==> config.mk <==
export PLATFORM = sky130hd
export DESIGN_NAME = burst_sram
export DESIGN_NICKNAME = d
export VERILOG_FILES = /design/src/rtl/burst_sram_pkg.sv /design/src/rtl/burst_ctrl.sv /design/src/rtl/sram_array.sv /design/src/rtl/burst_sram.sv
export SDC_FILE = /design/constraint.sdc
export NUM_CORES = 2
export LEC_CHECK = 0
export BUFFER_PORTS_ARGS = -buffer_cell sky130_fd_sc_hd__buf_2
export CORE_MARGIN = 2
export CORE_UTILIZATION = 50
export DETAILED_ROUTE_END_ITERATION = 6
export HOLD_SLACK_MARGIN = 0.08
export PLACE_DENSITY_LB_ADDON = 0.1
export RECOVER_POWER = 25
export SLEW_MARGIN = 20
export SYNTH_ARGS = -nofsm -noshare
export SYNTH_HDL_FRONTEND = slang
export SYNTH_HIERARCHICAL = 1
export SYNTH_SLANG_ARGS = --single-unit
==> constraint.sdc <==
create_clock -name clk_i -period 7.4 [get_ports clk_i]
set_clock_uncertainty 0.15 [all_clocks]
set_input_delay 1.48 -clock clk_i [delete_from_list [all_inputs] [get_ports clk_i]]
set_output_delay 1.48 -clock clk_i [all_outputs]
set_load 0.05 [all_outputs]
==> src/rtl/burst_sram_pkg.sv <==
package burst_sram_pkg;

    localparam int LANE_W = 8;

    typedef enum logic {
        ORD_LINEAR = 1'b0,
        ORD_XOR    = 1'b1
    } burst_ord_e;

    // Offset of burst beat 'step' from starting offset 'base'
    function automatic logic [1:0] burst_offset(input logic [1:0] base,
                                                input logic [1:0] step,
                                                input burst_ord_e ord);
        logic [1:0] r;
        case (ord)
            ORD_XOR: r = base ^ step;
            default: r = base + step;
        endcase
        return r;
    endfunction

endpackage

==> src/rtl/burst_ctrl.sv <==
module burst_ctrl
    import burst_sram_pkg::*;
#(
    parameter int ADDR_W = 6,
    parameter int LANES  = 4,
    localparam int DATA_W = LANES * LANE_W
) (
    input  logic              clk_i,
    input  logic              rst_ni,
    input  logic [ADDR_W-1:0] addr_i,
    input  logic [DATA_W-1:0] wdata_i,
    input  logic              cs_ni,
    input  logic              stb_ni,
    input  logic [LANES-1:0]  lane_we_ni,
    input  logic              all_we_ni,
    input  logic              order_i,
    input  logic              sleep_i,
    output logic              acc_rd_o,
    output logic              acc_wr_o,
    output logic [LANES-1:0]  acc_be_o,
    output logic [ADDR_W-1:0] acc_addr_o,
    output logic [DATA_W-1:0] acc_wdata_o
);

    typedef struct packed {
        logic              sel;
        logic [ADDR_W-1:0] base;
        logic [1:0]        step;
        burst_ord_e        ord;
        logic              acc_rd;
        logic              acc_wr;
        logic [LANES-1:0]  acc_be;
        logic [ADDR_W-1:0] acc_addr;
        logic [DATA_W-1:0] acc_wdata;
    } ctrl_st_t;

    ctrl_st_t st_d, st_q;

    logic              open_burst, drop_sel, next_beat, do_acc;
    logic [LANES-1:0]  wr_lanes;
    logic [ADDR_W-1:0] beat_addr;
    logic [1:0]        next_step;

    always_comb begin
        st_d        = st_q;
        st_d.acc_rd = 1'b0;
        st_d.acc_wr = 1'b0;
        st_d.acc_be = '0;

        open_burst = !cs_ni && !stb_ni;
        drop_sel   = cs_ni && !stb_ni;
        next_beat  = stb_ni && st_q.sel;
        wr_lanes   = all_we_ni ? ~lane_we_ni : '1;
        next_step  = st_q.step + 2'd1;
        beat_addr  = {st_q.base[ADDR_W-1:2],
                      burst_offset(st_q.base[1:0], next_step, st_q.ord)};
        do_acc     = 1'b0;

        if (!sleep_i) begin
            if (open_burst) begin
                st_d.sel      = 1'b1;
                st_d.base     = addr_i;
                st_d.step     = 2'd0;
                st_d.ord      = burst_ord_e'(order_i);
                st_d.acc_addr = addr_i;
                do_acc        = 1'b1;
            end else if (drop_sel) begin
                st_d.sel = 1'b0;
            end else if (next_beat) begin
                st_d.step     = next_step;
                st_d.acc_addr = beat_addr;
                do_acc        = 1'b1;
            end
            if (do_acc) begin
                st_d.acc_wr    = |wr_lanes;
                st_d.acc_rd    = ~|wr_lanes;
                st_d.acc_be    = wr_lanes;
                st_d.acc_wdata = wdata_i;
            end
        end
    end

    always_ff @(posedge clk_i or negedge rst_ni) begin
        if (!rst_ni) begin
            st_q <= '0;
        end else begin
            st_q <= st_d;
        end
    end

    assign acc_rd_o    = st_q.acc_rd;
    assign acc_wr_o    = st_q.acc_wr;
    assign acc_be_o    = st_q.acc_be;
    assign acc_addr_o  = st_q.acc_addr;
    assign acc_wdata_o = st_q.acc_wdata;

endmodule

==> src/rtl/sram_array.sv <==
module sram_array
    import burst_sram_pkg::*;
#(
    parameter int ADDR_W = 6,
    parameter int LANES  = 4,
    localparam int DATA_W = LANES * LANE_W,
    localparam int DEPTH  = 1 << ADDR_W
) (
    input  logic              clk_i,
    input  logic              rst_ni,
    input  logic              sleep_i,
    input  logic              acc_rd_i,
    input  logic              acc_wr_i,
    input  logic [LANES-1:0]  acc_be_i,
    input  logic [ADDR_W-1:0] acc_addr_i,
    input  logic [DATA_W-1:0] acc_wdata_i,
    output logic              rd_pend_o,
    output logic [DATA_W-1:0] rd_data_o
);

    typedef struct packed {
        logic              pend;
        logic [DATA_W-1:0] data;
    } rd_st_t;

    rd_st_t            rd_d, rd_q;
    logic [DATA_W-1:0] word_rd;

    for (genvar l = 0; l < LANES; l++) begin : g_lane
        logic [LANE_W-1:0] lane_mem [DEPTH];

        always_ff @(posedge clk_i) begin
            if (acc_wr_i && acc_be_i[l] && !sleep_i) begin
                lane_mem[acc_addr_i] <= acc_wdata_i[l*LANE_W +: LANE_W];
            end
        end

        assign word_rd[l*LANE_W +: LANE_W] = lane_mem[acc_addr_i];
    end

    always_comb begin
        rd_d      = rd_q;
        rd_d.pend = acc_rd_i && !sleep_i;
        if (rd_d.pend) begin
            rd_d.data = word_rd;
        end
    end

    always_ff @(posedge clk_i or negedge rst_ni) begin
        if (!rst_ni) begin
            rd_q <= '0;
        end else begin
            rd_q <= rd_d;
        end
    end

    assign rd_pend_o = rd_q.pend;
    assign rd_data_o = rd_q.data;

endmodule

==> src/rtl/burst_sram.sv <==
module burst_sram
    import burst_sram_pkg::*;
#(
    parameter int ADDR_W = 6,
    parameter int LANES  = 4,
    localparam int DATA_W = LANES * LANE_W
) (
    input  logic              clk_i,
    input  logic              rst_ni,
    input  logic [ADDR_W-1:0] addr_i,
    input  logic [DATA_W-1:0] wdata_i,
    input  logic              cs_ni,
    input  logic              stb_ni,
    input  logic [LANES-1:0]  lane_we_ni,
    input  logic              all_we_ni,
    input  logic              oe_ni,
    input  logic              order_i,
    input  logic              sleep_i,
    output logic [DATA_W-1:0] rdata_o,
    output logic              rvalid_o
);

    logic              acc_rd, acc_wr, rd_pend;
    logic [LANES-1:0]  acc_be;
    logic [ADDR_W-1:0] acc_addr;
    logic [DATA_W-1:0] acc_wdata, rd_data;

    burst_ctrl #(.ADDR_W(ADDR_W), .LANES(LANES)) u_ctrl (
        .clk_i       (clk_i),
        .rst_ni      (rst_ni),
        .addr_i      (addr_i),
        .wdata_i     (wdata_i),
        .cs_ni       (cs_ni),
        .stb_ni      (stb_ni),
        .lane_we_ni  (lane_we_ni),
        .all_we_ni   (all_we_ni),
        .order_i     (order_i),
        .sleep_i     (sleep_i),
        .acc_rd_o    (acc_rd),
        .acc_wr_o    (acc_wr),
        .acc_be_o    (acc_be),
        .acc_addr_o  (acc_addr),
        .acc_wdata_o (acc_wdata)
    );

    sram_array #(.ADDR_W(ADDR_W), .LANES(LANES)) u_array (
        .clk_i       (clk_i),
        .rst_ni      (rst_ni),
        .sleep_i     (sleep_i),
        .acc_rd_i    (acc_rd),
        .acc_wr_i    (acc_wr),
        .acc_be_i    (acc_be),
        .acc_addr_i  (acc_addr),
        .acc_wdata_i (acc_wdata),
        .rd_pend_o   (rd_pend),
        .rd_data_o   (rd_data)
    );

    // Unclocked output gating: enable, standby, and a write just captured
    assign rvalid_o = rd_pend && !acc_wr && !oe_ni && !sleep_i;
    assign rdata_o  = rvalid_o ? rd_data : '0;

endmodule

# --- Yosys cells after proc, flatten, opt, wreduce, memory -nomap -nowiden ---
# Memory sizes are Yosys's and may differ from the RTL's. A register that Yosys moved wholly into a read port is not among the register bits.
# Cells that the tools add are included.
word_totals:
  word_cells: 78
  memories: 4
  mem_bits_ro: 0
  reg_bits: 55
  latchBits: 0
  ramBits: 2048
  in_bits: 50
op_classes:
  div_mod_pow: 0
  multipliers: 0
  bitwise_logic: 3
  muxes: 26
  n_lt_le_gt_ge: 0
  reduce_logical: 32
  n_addsub: 2
  eq_ne: 1
  shift: 0
mem_list:
  columns: ["memory", "words", "word_bits", "read_ports", "rd_ports_with_merged_regs", "wr", "line", "rtl"]
  rows:
  - ["u_array.g_lane[0].lane_mem", 64, 8, 1, 1, 1, "sram_array.sv:30", "logic [LANE_W-1:0] lane_mem [DEPTH];"]
  - ["u_array.g_lane[1].lane_mem", 64, 8, 1, 1, 1, "sram_array.sv:30", null]
  - ["u_array.g_lane[2].lane_mem", 64, 8, 1, 1, 1, "sram_array.sv:30", null]
  - ["u_array.g_lane[3].lane_mem", 64, 8, 1, 1, 1, "sram_array.sv:30", null]
ops:
  columns: ["cell", "count"]
  rows:
  - ["2-to-1 mux 32 bit", 2]
  - ["2-to-1 mux 44 bit", 1]
  - ["2-to-1 mux 6 bit", 4]
  - ["logical AND 1 bit", 15]
  - ["2-to-1 mux 1 bit", 14]
  - ["zero test 1 bit", 10]
  - ["2-to-1 mux 2 bit", 4]
  - ["AND reduction 2 bit", 3]
  - ["2-to-1 mux 4 bit", 1]
  - ["NOT 4 bit", 1]
  - ["nonzero test 2 bit", 2]
  - ["OR reduction 4 bit", 1]
  - ["AND reduction 3 bit", 1]
  - ["adder 2 x 1 -> 2 bit (second input constant)", 1]
  - ["adder 2 bit", 1]
  - ["inequality test 2 x 1 -> 1 bit (second input constant)", 1]
  - ["XOR 2 bit", 1]
  - ["NOT 1 bit", 1]

# --- Depth between registers and ports, before layout ---
logic_depth:
  depth_word: 7
  mapped_depth: 12
  ltp_nobuf: 6

# --- Cells and area by module ---
# Netlist, hierarchy kept.
modules_own_cells:
  columns: ["module", "cells_each", "n_inst", "area_per_inst_um2", "seq_area_each_um2"]
  rows:
  - ["sram_array", 4484, 1, 80927.6, 62324.8]
  - ["burst_ctrl", 185, 1, 2572.5, 1351.3]
  - ["burst_sram", 36, 1, 272.8, 0.0]

# --- Least setup slack after synthesis ---
# No wires, ideal clock.
synth_path:
  path_type: "input to output"
  from: "in sleep_i"
  to: "out rdata_o[10]"
  t_arrival_ps: 2448
  cell_stages: 3
  slack_ps: 3322
  n_path_buf: 1
  cell_sequence: "nor4b_4 > buf_6 > and2_1"
synth_via:
  elab_chain_len: 3
synth_rtl:
  columns: ["item", "line", "rtl"]
  rows:
  - ["start: declaration", "burst_sram.sv:18", "input logic sleep_i,"]
  - ["zero test 1 bit", "burst_sram.sv:60", "assign rvalid_o = rd_pend && !acc_wr && !oe_ni && !sleep_i;"]
  - ["logical AND 1 bit", "burst_sram.sv:60", null]
  - ["2-to-1 mux 32 bit", "burst_sram.sv:61", "assign rdata_o = rvalid_o ? rd_data : '0;"]
  - ["end: declaration", "burst_sram.sv:19", "output logic [DATA_W-1:0] rdata_o,"]
# No other way between the ends.

==> flow_summary.rst <==
.. list-table::
   :header-rows: 1

   * - Metric
     - Value
   * - Result of the run
     - finished, violations left
   * - Violated checks
     - DRC, capacitance limit, slew limit
   * - Share of the clock period used by the worst path
     - 68.4%
   * - Clock net sink count
     - 2135
   * - Library cell with the highest instance count after synthesis
     - sky130_fd_sc_hd__edfxtp_1
   * - Average cell area after synthesis
     - 17.8 um^2
   * - Number of cell rows
     - 150
   * - Required time worst endpoint
     - 6.69 ns
   * - Clock-pin slew on the worst setup and hold paths
     - 0.06 ns
   * - CP Capture Type
     - async pin
   * - Number of antenna violations at the first check in global routing
     - 11
   * - Endpoint, Worst Hold
     - u_array/g_lane[0].lane_mem[13][7]
   * - DP Worst Slack
     - 2.50 ns
   * - Register area share after synthesis
     - 76.0%
   * - Reported leakage power
     - 29.2 nW
   * - Pin count of the biggest net entering global routing
     - 130
   * - Type of the setup path with the least slack
     - primary input to async pin
   * - H-tree lvl count
     - 4
   * - Clock tree from TritonCTS
     - done
   * - Number of clock buffers inserted by TritonCTS
     - 212
   * - Worst reg2reg endpoint
     - u_array/rd_data_o[12]
   * - Cell at the root of the clock tree
     - sky130_fd_sc_hd__clkbuf_16
   * - Final max-slew violation count
     - 1095
   * - Final number of setup-violating endpoints
     - 0
   * - Routability Congestion
     - 0.900
   * - Min Clock Period, post-route
     - 5.06 ns
   * - Gate count after technology mapping
     - 4705
   * - Worst hold path class
     - register to register
   * - Hold_sp
     - u_ctrl/acc_wdata_o[7]
   * - Cells on Worst Hold Path
     - 0
   * - Core box area
     - 167000 um^2
   * - Cell-by-cell listing of the critical path
     - clkbuf_1
   * - Fraction of synthesis flops using an asynchronous set or reset pin
     - 4.07%
   * - Netlist cell types
     - 82
   * - Area share of the leading cell type in the synthesized netlist
     - 73.4%
   * - Cell type with the largest total area after synthesis
     - sky130_fd_sc_hd__edfxtp_1
   * - Highest fanout seen on the critical path
     - 53
   * - Prevailing post-synth register cell
     - sky130_fd_sc_hd__edfxtp_1
   * - Total power per unit cell area
     - 367 nW/um^2
   * - Post-route cell area
     - 92800 um^2
   * - Area after DPL
     - 86100 um^2
   * - Number of enable flip-flop cells after synthesis
     - 2048
   * - Initial DRC Count
     - 6869
   * - Top post-synthesis cells by area
     - sky130_fd_sc_hd__edfxtp_1 (73%), sky130_fd_sc_hd__mux4_2 (4.0%), sky130_fd_sc_hd__a221oi_1 (2.6%)
   * - Overall track demand over capacity in global routing
     - 31.9%
   * - Nets in the synthesized netlist
     - 4756
   * - Clock latency reported for the late side of the worst-skew pair
     - 0.87 ns
   * - Via count
     - 48600
   * - Final Hold Fails
     - 0
   * - Number of global-route vias before repair
     - 46100
   * - Overall overflow remaining after global route
     - 0
   * - Highest cell delay on the worst timing path
     - 2.80 ns
   * - Post-CTS setup-driven buffer insertion count
     - 0
   * - Achievable Freq
     - 0.198 GHz
   * - Startpoint of the lowest-slack register-to-register path
     - u_ctrl/acc_addr_o[1]
   * - Number of synthesized register bits
     - 2135
   * - Worst setup margin
     - 2.34 ns
   * - Setup TNS Final
     - 0 ns
   * - Fin nets
     - 4785
   * - Wire length of the first global-routing pass
     - 376 mm
   * - Die extent in x
     - 413 um
   * - Crit path launch type
     - primary input
   * - Worst VDD drop
     - 0.412 mV
   * - Category of cells accounting for the largest share of critical-path delay
     - buffers and inverters
   * - Mean number of vias per cell
     - 6.82
   * - Reg2reg setup slack
     - 2.62 ns
   * - Routed wire per std cell
     - 38.4 um
   * - Layout-stage area growth over the synthesis result
     - 10.7%
   * - Unrepaired setup endpoints after global routing
     - no
   * - ANT nets after route
     - 0
   * - Design Power
     - 34.1 mW
   * - Most frequent cells after synthesis
     - sky130_fd_sc_hd__edfxtp_1 (2048), sky130_fd_sc_hd__nor2_1 (380), sky130_fd_sc_hd__a221oi_1 (253)
   * - Critical-path cell with the highest stage delay
     - sky130_fd_sc_hd__clkbuf_1
   * - Data arrival time of the critical path
     - 4.35 ns
   * - HPWL reported at the end of detailed placement
     - 164 mm
   * - Worst-case clock buffer depth
     - 3
   * - # Max-Cap Violations
     - 17
   * - Die extent in y
     - 413 um
   * - Initial DRT Pass Iterations
     - 7
   * - Layout cell share with drive strength beyond 1
     - 19.7%
   * - Number of gates resized after cts
     - 0
   * - Detailed-route DRC error count
     - 12
   * - Effective utilization at floorplan
     - 50.2%
   * - Boundary pin count
     - 83
   * - Actual transition at the worst max-transition pin
     - 4.07 ns
   * - Number of hold buffers added after cts
     - 0
   * - Number of buffer and inverter instances along the worst setup path
     - 1
   * - Mapped Area
     - 83800 um^2
   * - Yosys synthesis warning count
     - 6
   * - Worst rel slew slack
     - -172%
   * - Port Buf Inserts
     - 82
   * - Wire length reported by the detailed router
     - 273 mm
   * - Area of the die
     - 171000 um^2
   * - Reg2reg path depth
     - 8
-- how the worst max path moves through the flow --
stage | to | start | slack, ns | cells past startpoint
5_1_grt | u_ctrl/acc_wdata_o[24] | rst_ni | 1.60 | 1
3_3_place_gp | u_array/rd_data_o[28] | u_ctrl/acc_addr_o[0] | 2.53 | 7
4_1_cts | u_array/rd_data_o[28] | u_ctrl/acc_addr_o[0] | 2.56 | 7
2_1_floorplan | rdata_o[10] | sleep_i | 3.32 | 3
6_report | u_ctrl/acc_wdata_o[24] | rst_ni | 2.34 | 1
3_5_place_dp | u_array/g_lane[2].lane_mem[55][0] | sleep_i | 2.50 | 5
-- through the flow --
stage	cells	hold WS [ns]	utilization [%]
floorplan	4705	0.312	-
global placement	6721	0.312	51.5
detailed placement	6724	0.312	51.6
CTS	7116	0.326	55.6
global route	7116	0.337	55.6
finish	7124	0.319	55.6
-- logic make-up (layout without fill, tap and decap cells) --
logic type,after synthesis,in the layout,synth area share (%)
DFF,2135,2135,76.0
adders and majority gates,1,1,0.0149
muxes,567,567,9.46
xor gates and xnor gates,2,2,0.0373
and+or+nand+nor,659,659,3.39
buffers and inverters,386,593,2.63
other,0,8,0
AOI/OAI and AO/OA,955,955,8.46
-- registers in the layout, indices dropped and copies added (netlist names), 4 cells and up --
signal / cells
u_array/g_lane.lane_mem: 2048
u_array/rd_data_o: 32
u_ctrl/acc_addr_o: 6
u_ctrl/acc_be_o: 4
u_ctrl/acc_wdata_o: 32
u_ctrl/beat_addr: 4
u_ctrl/st_q: 6
-- cell usage in the layout, fill, tap and decap left out, types with 21 or more instances in the layout --
cell type,count
sky130_fd_sc_hd__edfxtp_1,2048
sky130_fd_sc_hd__nor2_1,328
sky130_fd_sc_hd__a221oi_1,253
sky130_fd_sc_hd__clkbuf_16,219
sky130_fd_sc_hd__mux2i_1,210
sky130_fd_sc_hd__mux2_2,183
sky130_fd_sc_hd__a22oi_1,155
sky130_fd_sc_hd__mux4_2,150
sky130_fd_sc_hd__nand2_1,137
sky130_fd_sc_hd__a21oi_1,119
sky130_fd_sc_hd__o21ai_0,116
sky130_fd_sc_hd__o22ai_1,91
sky130_fd_sc_hd__buf_4,88
sky130_fd_sc_hd__buf_2,81
sky130_fd_sc_hd__dfrtp_1,74
sky130_fd_sc_hd__clkbuf_1,59
sky130_fd_sc_hd__clkinv_2,48
sky130_fd_sc_hd__nor2_2,46
sky130_fd_sc_hd__clkinv_1,37
sky130_fd_sc_hd__a22o_1,34
sky130_fd_sc_hd__nand3_1,27
sky130_fd_sc_hd__and2_1,22
sky130_fd_sc_hd__a221o_1,22
sky130_fd_sc_hd__mux2_4,22
sky130_fd_sc_hd__o32a_1,21
-- per-layer routing --
metal  up-vias  share of wire (%)  GRT usage, %
met5         -              0.015             0
met4         6                4.4          12.9
met3       539                 11          6.48
met2      3198                 46          48.5
met1     25700                 39          45.5
li1      19200                  -             -
-- layout make-up --
cell class                 instances  area, um^2
fill                           12900       74100
sequential                      2135       63700
multi-input combinational       2184       18200
clock buffer                     279        5820
tap                             2204        2760
timing repair buffer             192        1350
clock inverter                   113         896
inverter                           9        42.5
antenna                            8        20.0
-- report_power, final --
part	internal [mW]	switching, mW	total [mW]
Sequential	14.0	0.523	14.5
Clock	5.90	4.58	10.5
Combinational	2.72	6.38	9.10
Power figures use the tool's default switching activity.
